### src/rtl/dl_irq_pkg.sv
package dl_irq_pkg;

  localparam int BANK_AW   = 5;
  localparam int BANK_SPAN = 1 << BANK_AW;
  localparam int MAX_SRC   = 32;

  typedef enum logic [2:0] {
    RG_NONE,
    RG_STAT,
    RG_MASK,
    RG_EDGE,
    RG_CTRL
  } reg_kind_e;

  typedef struct packed {
    reg_kind_e   kind;
    logic        ln;
    logic [2:0]  idx;
  } reg_sel_t;

  // Offset layout inside one bank: status 0..7, mask 8..15, edge 16..23, ctrl 24
  function automatic reg_sel_t decode_off(input logic [BANK_AW-1:0] off);
    reg_sel_t r;
    r.kind = RG_NONE;
    r.ln   = 1'b0;
    r.idx  = 3'd0;
    if (!off[4]) begin
      r.kind = off[3] ? RG_MASK : RG_STAT;
      r.ln   = off[2];
      r.idx  = {1'b0, off[1:0]};
    end else if (!off[3]) begin
      r.kind = RG_EDGE;
      r.idx  = off[2:0];
    end else if (off[2:0] == 3'd0) begin
      r.kind = RG_CTRL;
    end
    return r;
  endfunction

endpackage

### src/rtl/dl_irq_edge.sv
module dl_irq_edge #(
  parameter int SRC = 24
) (
  input  logic             clk,
  input  logic             rst_n,
  input  logic [SRC-1:0]   src_in,
  input  logic             we,
  input  logic [2:0]       idx,
  input  logic [7:0]       wdata,
  output logic [2*SRC-1:0] cfg_q,
  output logic [SRC-1:0]   evt
);

  localparam int CFG_W = 2 * SRC;

  logic [CFG_W-1:0] cfg_r, cfg_n;
  logic [SRC-1:0]   prev_r;

  always_comb begin
    cfg_n = cfg_r;
    for (int b = 0; b < CFG_W; b++) begin
      if (idx == 3'(b / 8)) cfg_n[b] = wdata[b % 8];
    end
  end

  always_ff @(posedge clk or negedge rst_n) begin
    if (!rst_n) begin
      cfg_r  <= '0;
      prev_r <= '0;
    end else begin
      if (we) cfg_r <= cfg_n;
      prev_r <= src_in;
    end
  end

  // Upper field bit arms the rising edge, lower bit the falling edge
  for (genvar i = 0; i < SRC; i++) begin : g_det
    logic rise, fall;
    assign rise   = src_in[i] & ~prev_r[i];
    assign fall   = ~src_in[i] & prev_r[i];
    assign evt[i] = (cfg_r[2*i+1] & rise) | (cfg_r[2*i] & fall);
  end

  assign cfg_q = cfg_r;

endmodule

### src/rtl/dl_irq_line.sv
module dl_irq_line #(
  parameter int SRC = 24
) (
  input  logic           clk,
  input  logic           rst_n,
  input  logic [SRC-1:0] evt,
  input  logic           cor,
  input  logic           stat_wr,
  input  logic           stat_rd,
  input  logic           mask_wr,
  input  logic [1:0]     idx,
  input  logic [7:0]     wdata,
  output logic [SRC-1:0] stat_q,
  output logic [SRC-1:0] mask_q
);

  logic [SRC-1:0] stat_r, stat_n;
  logic [SRC-1:0] mask_r, mask_n;
  logic [SRC-1:0] clr;

  always_comb begin
    clr    = '0;
    mask_n = mask_r;
    for (int i = 0; i < SRC; i++) begin
      if (idx == 2'(i / 8)) begin
        if (stat_rd && cor)  clr[i]    = stat_r[i];
        if (stat_wr && !cor) clr[i]    = wdata[i % 8];
        if (mask_wr)         mask_n[i] = wdata[i % 8];
      end
    end
    // a fresh edge outranks any clear in the same cycle
    stat_n = (stat_r & ~clr) | evt;
  end

  always_ff @(posedge clk or negedge rst_n) begin
    if (!rst_n) begin
      stat_r <= '0;
      mask_r <= '1;
    end else begin
      stat_r <= stat_n;
      if (mask_wr) mask_r <= mask_n;
    end
  end

  assign stat_q = stat_r;
  assign mask_q = mask_r;

endmodule

### src/rtl/dl_irq_bank.sv
module dl_irq_bank
  import dl_irq_pkg::*;
#(
  parameter int SRC = 24
) (
  input  logic                   clk,
  input  logic                   rst_n,
  input  logic [SRC-1:0]         src_in,
  input  logic                   sel,
  input  logic [BANK_AW-1:0]     off,
  input  logic                   wr,
  input  logic                   rd,
  input  logic [7:0]             wdata,
  output logic [7:0]             rdata,
  output logic [1:0][SRC-1:0]    stat_q,
  output logic [1:0][SRC-1:0]    mask_q,
  output logic [2*SRC-1:0]       cfg_q
);

  reg_sel_t       rs;
  logic [SRC-1:0] evt;
  logic [SRC-1:0] st [2];
  logic [SRC-1:0] mk [2];
  logic           cor_r, cor_n;
  logic           edge_we, ctrl_we;

  always_comb rs = decode_off(off);

  assign edge_we = sel && wr && (rs.kind == RG_EDGE);
  assign ctrl_we = sel && wr && (rs.kind == RG_CTRL);

  dl_irq_edge #(.SRC(SRC)) u_edge (
    .clk    (clk),
    .rst_n  (rst_n),
    .src_in (src_in),
    .we     (edge_we),
    .idx    (rs.idx),
    .wdata  (wdata),
    .cfg_q  (cfg_q),
    .evt    (evt)
  );

  for (genvar l = 0; l < 2; l++) begin : g_line
    logic hit_stat, hit_mask;
    assign hit_stat = sel && (rs.kind == RG_STAT) && (rs.ln == 1'(l));
    assign hit_mask = sel && (rs.kind == RG_MASK) && (rs.ln == 1'(l));

    dl_irq_line #(.SRC(SRC)) u_line (
      .clk     (clk),
      .rst_n   (rst_n),
      .evt     (evt),
      .cor     (cor_r),
      .stat_wr (hit_stat && wr),
      .stat_rd (hit_stat && rd),
      .mask_wr (hit_mask && wr),
      .idx     (rs.idx[1:0]),
      .wdata   (wdata),
      .stat_q  (st[l]),
      .mask_q  (mk[l])
    );
  end

  assign stat_q = {st[1], st[0]};
  assign mask_q = {mk[1], mk[0]};

  always_comb cor_n = ctrl_we ? wdata[0] : cor_r;

  always_ff @(posedge clk or negedge rst_n) begin
    if (!rst_n) cor_r <= 1'b0;
    else if (ctrl_we) cor_r <= cor_n;
  end

  always_comb begin
    rdata = '0;
    unique case (rs.kind)
      RG_STAT: begin
        for (int i = 0; i < SRC; i++)
          if (rs.idx == 3'(i / 8)) rdata[i % 8] = st[rs.ln][i];
      end
      RG_MASK: begin
        for (int i = 0; i < SRC; i++)
          if (rs.idx == 3'(i / 8)) rdata[i % 8] = mk[rs.ln][i];
      end
      RG_EDGE: begin
        for (int b = 0; b < 2*SRC; b++)
          if (rs.idx == 3'(b / 8)) rdata[b % 8] = cfg_q[b];
      end
      RG_CTRL: rdata = {7'd0, cor_r};
      default: rdata = '0;
    endcase
  end

endmodule

### src/rtl/dl_irq_ctrl.sv
module dl_irq_ctrl
  import dl_irq_pkg::*;
#(
  parameter int NUM_BANKS    = 2,
  parameter int SRC_PER_BANK = 24,
  parameter int ADDR_W       = 8
) (
  input  logic                              clk,
  input  logic                              rst_n,
  input  logic [NUM_BANKS*SRC_PER_BANK-1:0] src_in,
  input  logic [ADDR_W-1:0]                 bus_addr,
  input  logic                              bus_wr,
  input  logic                              bus_rd,
  input  logic [7:0]                        bus_wdata,
  output logic [7:0]                        bus_rdata,
  output logic [1:0]                        irq_n
);

  localparam int TOT      = NUM_BANKS * SRC_PER_BANK;
  localparam int S        = SRC_PER_BANK;
  localparam int BSEL_W   = ADDR_W - BANK_AW;
  localparam int PRI_ADDR = NUM_BANKS * BANK_SPAN;

  // reset: asserted at once, released after two clock edges
  logic rst_meta, rst_q;
  always_ff @(posedge clk or negedge rst_n) begin
    if (!rst_n) begin
      rst_meta <= 1'b0;
      rst_q    <= 1'b0;
    end else begin
      rst_meta <= 1'b1;
      rst_q    <= rst_meta;
    end
  end

  logic [NUM_BANKS-1:0]  bank_sel;
  logic [1:0]            pri_sel;
  logic [7:0]            bk_rdata [NUM_BANKS];
  logic [1:0][S-1:0]     bk_stat  [NUM_BANKS];
  logic [1:0][S-1:0]     bk_mask  [NUM_BANKS];
  logic [2*S-1:0]        bk_cfg   [NUM_BANKS];

  wire [TOT-1:0]   stat_l0_all, stat_l1_all, mask_l0_all, mask_l1_all;
  wire [2*TOT-1:0] cfg_all;

  for (genvar b = 0; b < NUM_BANKS; b++) begin : g_bank
    assign bank_sel[b] = (bus_addr[ADDR_W-1:BANK_AW] == BSEL_W'(b));

    dl_irq_bank #(.SRC(S)) u_bank (
      .clk    (clk),
      .rst_n  (rst_q),
      .src_in (src_in[b*S +: S]),
      .sel    (bank_sel[b]),
      .off    (bus_addr[BANK_AW-1:0]),
      .wr     (bus_wr),
      .rd     (bus_rd),
      .wdata  (bus_wdata),
      .rdata  (bk_rdata[b]),
      .stat_q (bk_stat[b]),
      .mask_q (bk_mask[b]),
      .cfg_q  (bk_cfg[b])
    );

    assign stat_l0_all[b*S +: S]     = bk_stat[b][0];
    assign stat_l1_all[b*S +: S]     = bk_stat[b][1];
    assign mask_l0_all[b*S +: S]     = bk_mask[b][0];
    assign mask_l1_all[b*S +: S]     = bk_mask[b][1];
    assign cfg_all[b*2*S +: 2*S]     = bk_cfg[b];
  end

  for (genvar l = 0; l < 2; l++) begin : g_pri_sel
    assign pri_sel[l] = (bus_addr == ADDR_W'(PRI_ADDR + l));
  end

  // primary summary: one bit per bank per line
  logic [1:0][NUM_BANKS-1:0] pri;
  always_comb begin
    for (int b = 0; b < NUM_BANKS; b++) begin
      pri[0][b] = |(stat_l0_all[b*S +: S] & ~mask_l0_all[b*S +: S]);
      pri[1][b] = |(stat_l1_all[b*S +: S] & ~mask_l1_all[b*S +: S]);
    end
  end

  assign irq_n[0] = ~|pri[0];
  assign irq_n[1] = ~|pri[1];

  logic [7:0] rd_mux, rdata_r;
  always_comb begin
    rd_mux = '0;
    for (int b = 0; b < NUM_BANKS; b++)
      if (bank_sel[b]) rd_mux = bk_rdata[b];
    for (int l = 0; l < 2; l++)
      if (pri_sel[l]) rd_mux = 8'(pri[l]);
  end

  always_ff @(posedge clk or negedge rst_q) begin
    if (!rst_q) rdata_r <= '0;
    else if (bus_rd) rdata_r <= rd_mux;
  end

  assign bus_rdata = rdata_r;

endmodule

### config.mk
export PLATFORM = sky130hd
export DESIGN_NAME = dl_irq_ctrl
export DESIGN_NICKNAME = d
export VERILOG_FILES = /design/src/rtl/dl_irq_pkg.sv /design/src/rtl/dl_irq_edge.sv /design/src/rtl/dl_irq_line.sv /design/src/rtl/dl_irq_bank.sv /design/src/rtl/dl_irq_ctrl.sv
export SDC_FILE = /design/constraint.sdc
export NUM_CORES = 1
export LEC_CHECK = 0
export BUFFER_PORTS_ARGS = -buffer_cell sky130_fd_sc_hd__buf_2
export CAP_MARGIN = 10
export CORE_UTILIZATION = 45
export DETAILED_ROUTE_END_ITERATION = 10
export PLACE_DENSITY = 0.65
export SLEW_MARGIN = 20
export SYNTH_ARGS = -nofsm -noshare
export SYNTH_HDL_FRONTEND = slang
export SYNTH_SLANG_ARGS = --single-unit
### constraint.sdc
create_clock -name clk -period 22.4 [get_ports clk]
set_input_delay 3.36 -clock clk [delete_from_list [all_inputs] [get_ports clk]]
set_output_delay 3.36 -clock clk [all_outputs]
set_load 0.005 [all_outputs]
; After elaboration in Yosys (flattened, before gate mapping)
; Index checks and enable logic that the tools add are counted.
[classes]
order_cmp = 1
eq_ne = 14
muxes = 505
bitwise = 358
reduce_logical = 76
[op_table]
columns = operator, count
row1 = 1-bit two-way mux, 481
row2 = 24-bit two-way mux, 12
row3 = 1-bit bitwise AND, 192
row4 = 24-bit bitwise AND, 8
row5 = 24-bit NOT, 8
row6 = 1-bit NOT, 97
row7 = 24-bit OR, 4
row8 = 24-bit OR reduction, 4
row9 = 48-bit OR reduction, 2
row10 = 8-bit case mux with 4 select lines, 2
row11 = 1-bit OR, 48
row12 = 2-bit AND reduction, 24
row13 = 1-bit logical AND, 38
row14 = 8-bit two-way mux, 4
row15 = 8-bit by 7-bit equality test with 1-bit output (second input constant), 2
row16 = 3-bit two-way mux, 5
row17 = 3-bit by 2-bit equality test with 1-bit output (second input constant), 4
row18 = 3-bit by 1-bit equality test with 1-bit output (second input constant), 3
row19 = 3-bit equality test (second input constant), 3
row20 = 3-bit zero test, 3
row21 = 1-bit zero test, 4
row22 = 2-bit by 1-bit equality test with 1-bit output (second input constant), 1
row23 = 2-bit equality test (second input constant), 1
row24 = 2-bit greater-or-equal comparator (second input constant), 1
row25 = 3 further kinds, 3
[totals]
reg_bits = 348
in_bits = 68
output_inout_bits = 10
elab_cells = 989

; Logic depth before layout (Yosys ltp)
; Gate-level depths: netlist of run 1.
[logic_depth]
word_depth = 15
depth_mapped = 11
depth_no_buf = 7

; By module
; From an unflattened synthesis of run 1, not the netlist that was laid out.
[hier_totals]
hier_cells = 1796
area_unflattened_um2 = 18665.4
[modules_own_cells]
columns = module, n_inst, cells_each, area_per_inst_um2, seq_area_each_um2
row1 = dl_irq_line, 4, 163, 2068.2, 1231.2
row2 = dl_irq_edge, 2, 202, 2824.0, 1801.7
row3 = dl_irq_bank, 2, 268, 1641.6, 25.0
row4 = dl_irq_ctrl, 1, 204, 1461.4, 250.2

; Worst setup path after synthesis of run 1
; OpenSTA, ideal clock, no wires.
[synth_timing]
kind = input to register
startpoint = input port bus_addr[4]
endpoint = register rdata_r[3] (netlist: bus_rdata[3])
setup_ns = 0.132
t_arrival_ns = 4.892
required_ns = 22.268
setup_slack_ns = 17.376
path_stages = 11
path_buffers = 4
path_cell_list = buf_6 and2_4 buf_6 or2_1 buf_6 buf_6 a22o_1 o221ai_1 a21oi_1 a311oi_1 o21ai_1
[synth_between]
elab_chain_cells = 13
word_cells_on_any_way = 58
cone_classes = 11 x eq/ne / 45 x mux / 1 x bitwise / 1 x reduce/logical
[synth_rtl]
columns = item, line_no
row1 = from (decl), dl_irq_ctrl.sv:11  ; input logic [ADDR_W-1:0] bus_addr,
row2 = 3-bit two-way mux or 1-bit two-way mux (tied branches), dl_irq_pkg.sv:27  ; if (!off[4]) begin
row3 = 3-bit zero test or 1-bit NOT with 2-bit output (tied branches), "dl_irq_bank.sv:78, dl_irq_bank.sv:82, dl_irq_bank.sv:86"
row4 = "1-bit two-way mux, or another cell as far along (3 in series)", dl_irq_bank.sv:86  ; if (rs.idx == 3'(b / 8)) rdata[b % 8] = cfg_q[b];
row5 = "1-bit two-way mux, on equally long branches (3 in series)", "dl_irq_bank.sv:86, dl_irq_bank.sv:78, dl_irq_bank.sv:82"
row6 = 8-bit case mux with 4 select lines, dl_irq_bank.sv:75  ; unique case (rs.kind)
row7 = 8-bit two-way mux (2 in series), dl_irq_ctrl.sv:91  ; if (bank_sel[b]) rd_mux = bk_rdata[b];
row8 = 8-bit two-way mux, dl_irq_ctrl.sv:93  ; if (pri_sel[l]) rd_mux = 8'(pri[l]);
row9 = 8-bit two-way mux (*), dl_irq_ctrl.sv:93
row10 = to (signal assigned), dl_irq_ctrl.sv:98  ; else if (bus_rd) rdata_r <= rd_mux;
row11 = to (decl), dl_irq_ctrl.sv:87  ; logic [7:0] rd_mux, rdata_r;
; Mark *: on every way between the ends. The rest lies on a longest branch, timed or not. The select of a mux whose other input is x is not followed.
; A chain may end at the register's enable or synchronous reset.

; Final worst setup path of run 1
[layout_timing]
startpoint = register g_bank[0].u_bank.g_line[0].u_line.mask_r[3]
endpoint = output port irq_n[0]
[layout_between]
elab_chain_cells = 4
[layout_rtl]
columns = item, line_no
row1 = from (decl), dl_irq_line.sv:18  ; logic [SRC-1:0] mask_r, mask_n;
row2 = from (signal assigned), dl_irq_line.sv:41  ; if (mask_wr) mask_r <= mask_n;
row3 = 24-bit NOT, dl_irq_ctrl.sv:79  ; pri[0][b] = |(stat_l0_all[b*S +: S] & ~mask_l0_all[b*S +: S]);
row4 = 24-bit bitwise AND, dl_irq_ctrl.sv:79
row5 = 48-bit OR reduction, dl_irq_ctrl.sv:84  ; assign irq_n[0] = ~|pri[0];
row6 = 1-bit zero test, dl_irq_ctrl.sv:84
row7 = to (decl), dl_irq_ctrl.sv:16  ; output logic [1:0] irq_n
; Every way passes these cells.

==> flow_summary.yaml, run 1 <==
logic_synthesis:
  synth_cell_types: 62
  post-synth-top-count-cell: "dfrtp_1"
  mappedNetlistNets: 1724
  async_reset_ff_share_pct: 100
  yosys-top-cells-count: "252 x dfrtp_1, 201 x nand2_1, 190 x mux2_2, 147 x nor2_1"
  syn_inst: 1656
  ys_seq_elements: 348
  yosys_warnings: 0
  yosysTopAreaCellShare_pct: 37.4
  yosysTopAreaCell: "dfrtp_1"
  ys_top_cells_by_area: "dfrtp_1 37%, dfstp_2 15%, mux2_2 13%"
  synth-seq-area-share_pct: 52.4
  ys.flop_type: "dfrtp_1"
  synth_edf_count: 0
  avgSynthCellArea_um2: 10.2
  syn_area_um2: 16800
timing:
  fmax_mhz: 165
  setup_viol: 0
  setup_tns_ns: 0
  slew_headroom_pct: 34.2
  hold_viol: 0
  finalClockSkew_ns: 0.0231
  fin_crit_sh_pct: 27.0
  rsz0062_at_grt: "false"
  min_period_ns: 6.06
  worst_slew_pin_slew_ns: 0.986
  drv_slew: 0
critical_path:
  critPathRequiredTime_ns: 19.04
  r2r-end: "g_bank[0].u_bank.u_edge.prev_r[22]"
  cpPeakStageDelay_ns: 0.57
  cp_cell_sequence: "o22ai_1, nor4_1, nand4_1, nor4_1, buf_2"
  critPathKind: "reg2out"
  worstPathArrival_ns: 2.70
  cp-end-kind: "primary output"
  path_common_cell: "nor4_1"
  start_kind: "flip-flop"
  reg2reg_from: "rst_q"
  worst-r2r-setup-slack_ns: 19.73
  cp_max_fo: 3
  r2r_cells: 2
  crit_path_top_delay_cell: "dfstp_2"
floorplanning:
  dieWidth_um: 195
  die_h_um: 195
  dieArea_um2: 38200
  ios: 78
  coreArea_um2: 36700
  initial_core_util_pct: 45.9
  rows: 70
cts:
  htreeDepth: 2
  cts-hold-fix-buffers: 0
  cts_resized: 0
  cts_tree: "built"
  numCtsBuffers: 39
  insertion_delay_ns: 0.55
  cts-root-buf: "clkbuf_16"
  cts.clk_slew.worst_paths_ns: 0.06
  clock_sinks: 348
  postCtsSetupRepairBufs: 0
  clockBufferDepth: 3
worst_hold_path:
  hold_class: "reg2reg"
  hold_path_end: "rst_q"
  hold_depth: 0
  hp-start: "rst_meta"
global_routing:
  overflow: 0
  grt_pass1_wl_um: 86300
  antenna_found_initial: 0
  grt_pass1_vias: 13251
  grt_max_degree: 80
  grt_usage_pct: 30.4
layout:
  fin_nets: 1773
  layout-drive-gt1-share_pct: 26.7
  final_util_pct: 51.5
  syn_to_final_growth_pct: 12.1
  instances_no_fill: 2202
route:
  route.met3.wl_um: 4970
  vias: 13732
  top_layer: "met4"
  viasPerCell: 6.24
  dr_wl_met2_um: 24600
  wirelength_met1_um: 25400
  drt_iter0_drc: 1305
  wire_per_inst_um: 25.9
  firstDrtPassIters: 6
  antenna_left: 0
  wirelength_um: 57100
  drc: 0
power:
  ir_drop_uv: 62.1
  powerDensity_nw_per_um2: 93.9
  finalPower_w: 0.00177
  p_leak_nw: 8.65
place:
  gp_routability_congestion: 1.06
  placed_cells_incl_taps: 2132
  place_hpwl_um: 41100
  port_buffers: 77
job:
  maxCapViolations: 0
status:
  status: "completed"
## power by group
part | internal, W | total [W] | switching, W
combinational | 0.000103 | 0.000273 | 0.000170
sequential | 0.000732 | 0.000839 | 0.000107
clock | 0.000400 | 0.000662 | 0.000262
total | 0.00123 | 0.00177 | 0.000538
## layer usage
| layer | track usage (%) | vias to the layer above |
|---|---|---|
| li1 | - | 5936 |
| met1 | 44.7 | 6941 |
| met2 | 44.2 | 726 |
| met3 | 6.06 | 129 |
| met4 | 11.8 | 0 |
| met5 | 0 | - |
## worst max path at each step
stage | start | endpoint | slack (ns) | cells past startpoint
floorplan | rst_q | bus_rdata[0] | 12.15 | 0
global placement | bus_addr[0] | bus_rdata[1] | 15.89 | 7
detailed placement | bus_addr[0] | bus_rdata[1] | 15.72 | 7
CTS | bus_addr[0] | bus_rdata[7] | 16.28 | 8
global route | g_bank[0].u_bank.g_line[0].u_line.mask_q[3] | irq_n[0] | 16.29 | 5
finish | g_bank[0].u_bank.g_line[0].u_line.mask_q[3] | irq_n[0] | 16.34 | 5
## worst max-delay path: cells and delay by family (launching register included)
family	cells	cell delay (ns)
compound gates	1	0.13
buf+inv	1	0.23
flops	1	0.57
simple gates	3	1.24
## kinds of logic after synthesis
kind of cell,count (synthesis),share of synthesized area [%]
compound gates,402,14.6
buf+inv,221,5.41
flops,348,52.4
simple gates,441,11.2
mux,243,16.4
other cells,1,0.0223
## flip-flops by register name, summed over array words and instances, names as in the netlist
signal and count:
g_bank.u_bank.u_edge.cfg_q 96, g_bank.u_bank.cor_r 2, g_bank.u_bank.u_edge.prev_r 48, g_bank.u_bank.g_line.u_line.mask_q 96, bus_rdata 8, g_bank.u_bank.g_line.u_line.stat_q 96
rst_q 1, rst_meta 1
## metrics by stage
stage               hold WS [ns]  cell area [µm²]  worst slack [ns]
finish                     0.357            18900             16.34
global route               0.365            18900             16.29
CTS                        0.360            18900             16.28
detailed placement         0.346            17500             15.72
global placement           0.342            17500             15.89
floorplan                  0.331            16800             12.15
## layout by cell type, fill, tap and decap left out, types with 3 or more instances in the layout
cell       instances
mux4_2             7
bufinv_16          3
a22oi_1            8
clkbuf_16         41
or2_2              3
nor2_2             6
or4_1              3
mux2_2           190
dfstp_2           96
inv_1            140
clkinv_2           4
o22ai_1           72
nor3_1            24
mux2i_1           45
clkbuf_8           9
a2111oi_0          6
a31oi_1           47
nor2b_1            5
o21ai_1            7
nand4_1            4
clkbuf_1           7
buf_2             77
dfrtp_1          251
nand2_1          201
o221ai_1          15
nor2_1           145
a22o_1            12
nand3_1           15
a221oi_1          17
nand2b_1          10
a21oi_1           56
buf_4             11
nor4_1             7
o21ai_0          140
## area by class of cell
class	count	area, µm²
tap	468	586
multi-input combinational	1087	7130
clock inverter	12	158
fill	3302	17800
antenna	1	2.50
sequential	348	8830
inverter	140	526
timing repair buffer	89	479
clock buffer	57	1180
Power figures use the tool's default switching activity.
==> run 2, diff against run 1 <==
Clock period 22.4 ns to 5.6 ns, I/O delays scaled along.
==> run 2 against run 1 <==
Against the previous run:
- utilization up 0.082 points
- sequential power grew to 4.0 times the previous value
- critical path type unchanged
- total power grew to 4.0 times the previous value
- largest cell class unchanged
- flip-flop and latch count unchanged
- global-route usage rose by 1.1 points
- cell count unchanged
- non-clock buffer count increased by 1
- design area grew 0.16%
- sequential share of layout area fell by 0.074 points
- clock skew decreased by 0.0067 ns
- die area unchanged
==> flow_summary.yaml, run 2 (synthesized netlist as in run 1, its figures left out) <==
layout:
  fin_nets: 1773
  layout-drive-gt1-share_pct: 26.8
  final_util_pct: 51.5
  final_cell_mix: "251 x dfrtp_1, 201 x nand2_1, 190 x mux2_2, 145 x nor2_1"
  syn_to_final_growth_pct: 12.3
  instances_no_fill: 2202
  final_common_cell: "dfrtp_1"
critical_path:
  critPathKind: "reg2out"
  cp-end-kind: "primary output"
  worstPathArrival_ns: 2.77
  cp_max_fo: 3
  critPathRequiredTime_ns: 4.76
  start_kind: "flip-flop"
cts:
  cts-root-buf: "clkbuf_16"
  cts_tree: "built"
  clock_sinks: 348
  cts_resized: 0
  postCtsSetupRepairBufs: 0
  clockBufferDepth: 3
  insertion_delay_ns: 0.54
  cts.clk_slew.worst_paths_ns: 0.06
  cts-hold-fix-buffers: 0
  htreeDepth: 2
  numCtsBuffers: 38
power:
  ir_drop_uv: 286
  powerDensity_nw_per_um2: 379
  p_leak_nw: 8.66
route:
  wirelength_um: 59000
  drc: 0
  drt_iter0_drc: 1477
  viasPerCell: 6.20
  antenna_left: 0
  vias: 13644
  firstDrtPassIters: 6
  wire_per_inst_um: 26.8
floorplanning:
  initial_core_util_pct: 45.9
  ios: 78
  dieArea_um2: 38200
  dieWidth_um: 195
  rows: 70
  die_h_um: 195
  coreArea_um2: 36700
place:
  placed_cells_incl_taps: 2133
  place_hpwl_um: 42400
  gp_routability_congestion: 1.02
  port_buffers: 77
  post-place-ws_ns: 1.76
timing:
  hold_viol: 0
  min_period_ns: 3.61
  drv_slew: 0
  setup_tns_ns: 0
  worst_slew_pin_slew_ns: 1.07
  fmax_mhz: 277
  setup_viol: 0
  fin_crit_sh_pct: 64.5
  setup_ws_ns: 1.99
  finalClockSkew_ns: 0.0163
  slew_headroom_pct: 28.8
  rsz0062_at_grt: "false"
global_routing:
  grt_pass1_wl_um: 88800
  antenna_found_initial: 1
  overflow: 0
  grt_usage_pct: 31.6
  grt_max_degree: 188
  grt_pass1_vias: 13388
worst_hold_path:
  hold_class: "in2async"
job:
  maxCapViolations: 0
status:
  status: "completed"
[run 2: cell types whose count changed in the layout (fill, tap and decap cells not counted), moves of 2 or more]
cell       change
clkinv_2       +4
bufinv_16      +3
buf_12         +2
clkbuf_1       -2
clkbuf_16      -2
clkbuf_8       -2
[run 2: power by group]
| part | switching, W | internal [W] |
|---|---|---|
| clock | 0.00104 | 0.00165 |
| sequential | 0.000447 | 0.00293 |
| combinational | 0.000687 | 0.000414 |
| total | 0.00218 | 0.00499 |
[run 2: path summary, 6_finish.rpt]
path / startpoint / to / slack, ns / cells past startpoint
hold reg to reg: rst_meta / rst_q / 0.35 / 0
setup / recovery: g_bank[0].u_bank.g_line[0].u_line.mask_q[3] / irq_n[0] / 1.99 / 5
setup reg to reg: g_bank[1].u_bank.g_line[0].u_line.mask_q[10] / bus_rdata[1] / 3.26 / 6
min in group clk: rst_meta / rst_q / 0.35 / 0
max in group asynchronous: rst_q / g_bank[0].u_bank.g_line[0].u_line.stat_q[20] / 4.28 / 1
hold / removal: rst_n / rst_q / 0.08 / 1
[run 2: layout make-up]
class / count / area [µm²]
Tap cell: 468 / 586
Clock inverter: 17 / 244
Clock buffer: 51 / 1090
Fill cell: 3226 / 17800
Inverter: 140 / 526
Antenna cell: 1 / 2.50
Sequential cell: 348 / 8830
Multi-Input combinational cell: 1087 / 7130
Timing Repair Buffer: 90 / 508
[run 2: through the flow]
| step | power, W | area [µm²] | hold slack, ns |
|---|---|---|---|
| after floorplan | 0.00391 | 16800 | 0.331 |
| after global placement | 0.00445 | 17600 | 0.346 |
| after detailed placement | 0.00446 | 17600 | 0.340 |
| after CTS | 0.00715 | 18900 | 0.0575 |
| after global routing | 0.00744 | 18900 | 0.0659 |
| final | 0.00716 | 18900 | 0.0761 |
[run 2: layer usage]
metal	global-route usage [%]	vias up	part of all wire, %
met3	6.10	127	8.1
met1	46.0	6890	45
met5	0	-	0
met4	11.4	0	3.3
met2	46.6	680	44
li1	-	5947	-
[run 2: critical path, stage by stage, from the launching register on]
cell and delay (ns):
dfstp_2 0.57, o22ai_1 0.14, nor4_1 0.41, nand4_1 0.30, nor4_1 0.59, buf_2 0.23
==> run 3, diff against run 2 <==
Clock period 5.6 ns to 3.4 ns, I/O delays scaled along.
==> run 3 against run 2 <==
Against the previous run:
- hold slack worse by 0.010 ns
- wire length rose by 3.9%
- register-to-register slack worse by 2.1 ns
- utilization increased by 0.61 points
==> flow_summary.yaml, run 3 (synthesized netlist as in run 1, its figures left out) <==
critical_path:
  critPathRequiredTime_ns: 2.89
  cp-end-kind: "primary output"
  critPathKind: "reg2out"
  worstPathArrival_ns: 2.71
  start_kind: "flip-flop"
  cp_max_fo: 3
floorplanning:
  rows: 70
  coreArea_um2: 36700
  dieArea_um2: 38200
  initial_core_util_pct: 45.9
  dieWidth_um: 195
  ios: 78
  die_h_um: 195
job:
  maxCapViolations: 0
power:
  finalPower_w: 0.0117
  ir_drop_uv: 372
  p_leak_nw: 8.80
  powerDensity_nw_per_um2: 612
global_routing:
  grt_pass1_wl_um: 91400
  antenna_found_initial: 1
  grt_usage_pct: 32.9
  grt_max_degree: 108
  overflow: 0
  grt_pass1_vias: 13578
route:
  firstDrtPassIters: 5
  top_layer: "met4"
  drc: 0
  drt_iter0_drc: 1612
  antenna_left: 0
  wire_per_inst_um: 27.4
  viasPerCell: 6.20
  wirelength_met1_um: 27300
  vias: 13885
  wirelength_um: 61400
  route.met3.wl_um: 5370
  dr_wl_met2_um: 27000
worst_hold_path:
  hold_class: "in2reg"
timing:
  min_period_ns: 3.22
  worst_slew_pin_slew_ns: 0.838
  fin_crit_sh_pct: 94.6
  setup_tns_ns: 0
  fmax_mhz: 311
  setup_viol: 0
  hold_viol: 0
  finalClockSkew_ns: 0.0133
  slew_headroom_pct: 42.7
  drv_slew: 0
  rsz0062_at_grt: "false"
layout:
  fillers: 3309
  syn_to_final_growth_pct: 13.6
  fin_nets: 1807
  layout-drive-gt1-share_pct: 28.2
  final_common_cell: "dfrtp_1"
  final_cell_mix: "251 x dfrtp_1, 201 x nand2_1, 190 x mux2_2, 145 x nor2_1"
cts:
  insertion_delay_ns: 0.57
  cts.clk_slew.worst_paths_ns: 0.06
  htreeDepth: 2
  postCtsSetupRepairBufs: 0
  clock_sinks: 348
  cts_resized: 0
  clockBufferDepth: 3
  cts_tree: "built"
  cts-root-buf: "clkbuf_16"
  numCtsBuffers: 39
place:
  port_buffers: 77
  gp_routability_congestion: 0.961
  place_hpwl_um: 45100
status:
  status: "completed"
run 3: worst paths after layout:
kind | from | to | slack [ns] | cells past startpoint
max | g_bank[0].u_bank.g_line[0].u_line.mask_q[3] | irq_n[0] | 0.18 | 5
max reg2reg | g_bank[1].u_bank.g_line[0].u_line.mask_q[10] | bus_rdata[1] | 1.15 | 6
min | src_in[42] | g_bank[1].u_bank.u_edge.prev_r[18] | 0.07 | 1
min reg2reg | rst_meta | rst_q | 0.35 | 0
max in group asynchronous | rst_q | g_bank[0].u_bank.g_line[0].u_line.mask_q[21] | 2.02 | 1
min in group asynchronous | rst_n | rst_q | 0.25 | 2
run 3: cell type report:
class	count	area, µm²	share of cell area, %
sequential	348	8830	46.1
multi-input combinational	1087	7120	37.2
clock buffer	54	1130	5.92
timing repair buffer	123	771	4.03
tap	468	586	3.06
inverter	140	526	2.75
clock inverter	17	169	0.882
antenna	1	2.50	0.0131
run 3: per-layer routing:
metal  vias to the layer above  global-route usage (%)
li1                       6033                       -
met1                      7010                    48.5
met2                       717                    48.8
met3                       125                    6.17
met4                         0                    10.4
met5                         -                       0
run 3: repair_timing:
action / CTS / global route
hold buffers: 1 / 0
endpoints found under the setup margin: 0 / 0
hold endpoints to repair: 2 / 0
run 3: metrics by stage:
step                hold WS (ns)  instance area (µm²)  setup WS [ns]  cells  util (%)
floorplan                  0.214                16900         0.0140   1656         -
global placement           0.295                17800          0.385   2165      48.6
detailed placement         0.297                17800          0.404   2165      48.6
CTS                       0.0466                19100          0.257   2237      52.2
global route              0.0690                19100          0.205   2238      52.2
finish                    0.0657                19100          0.183   2238      52.2
run 3: worst max-delay path: stages, from the launching register on:
cell and delay (ns):
dfstp_2 0.57, o22ai_1 0.13, nor4_1 0.39, nand4_1 0.33, nor4_1 0.50, buf_2 0.22
run 3: report_power, final:
part           internal [W]  switching, W  total, W
logic              0.000705       0.00115   0.00186
registers           0.00482      0.000722   0.00554
clock network       0.00250       0.00181   0.00432
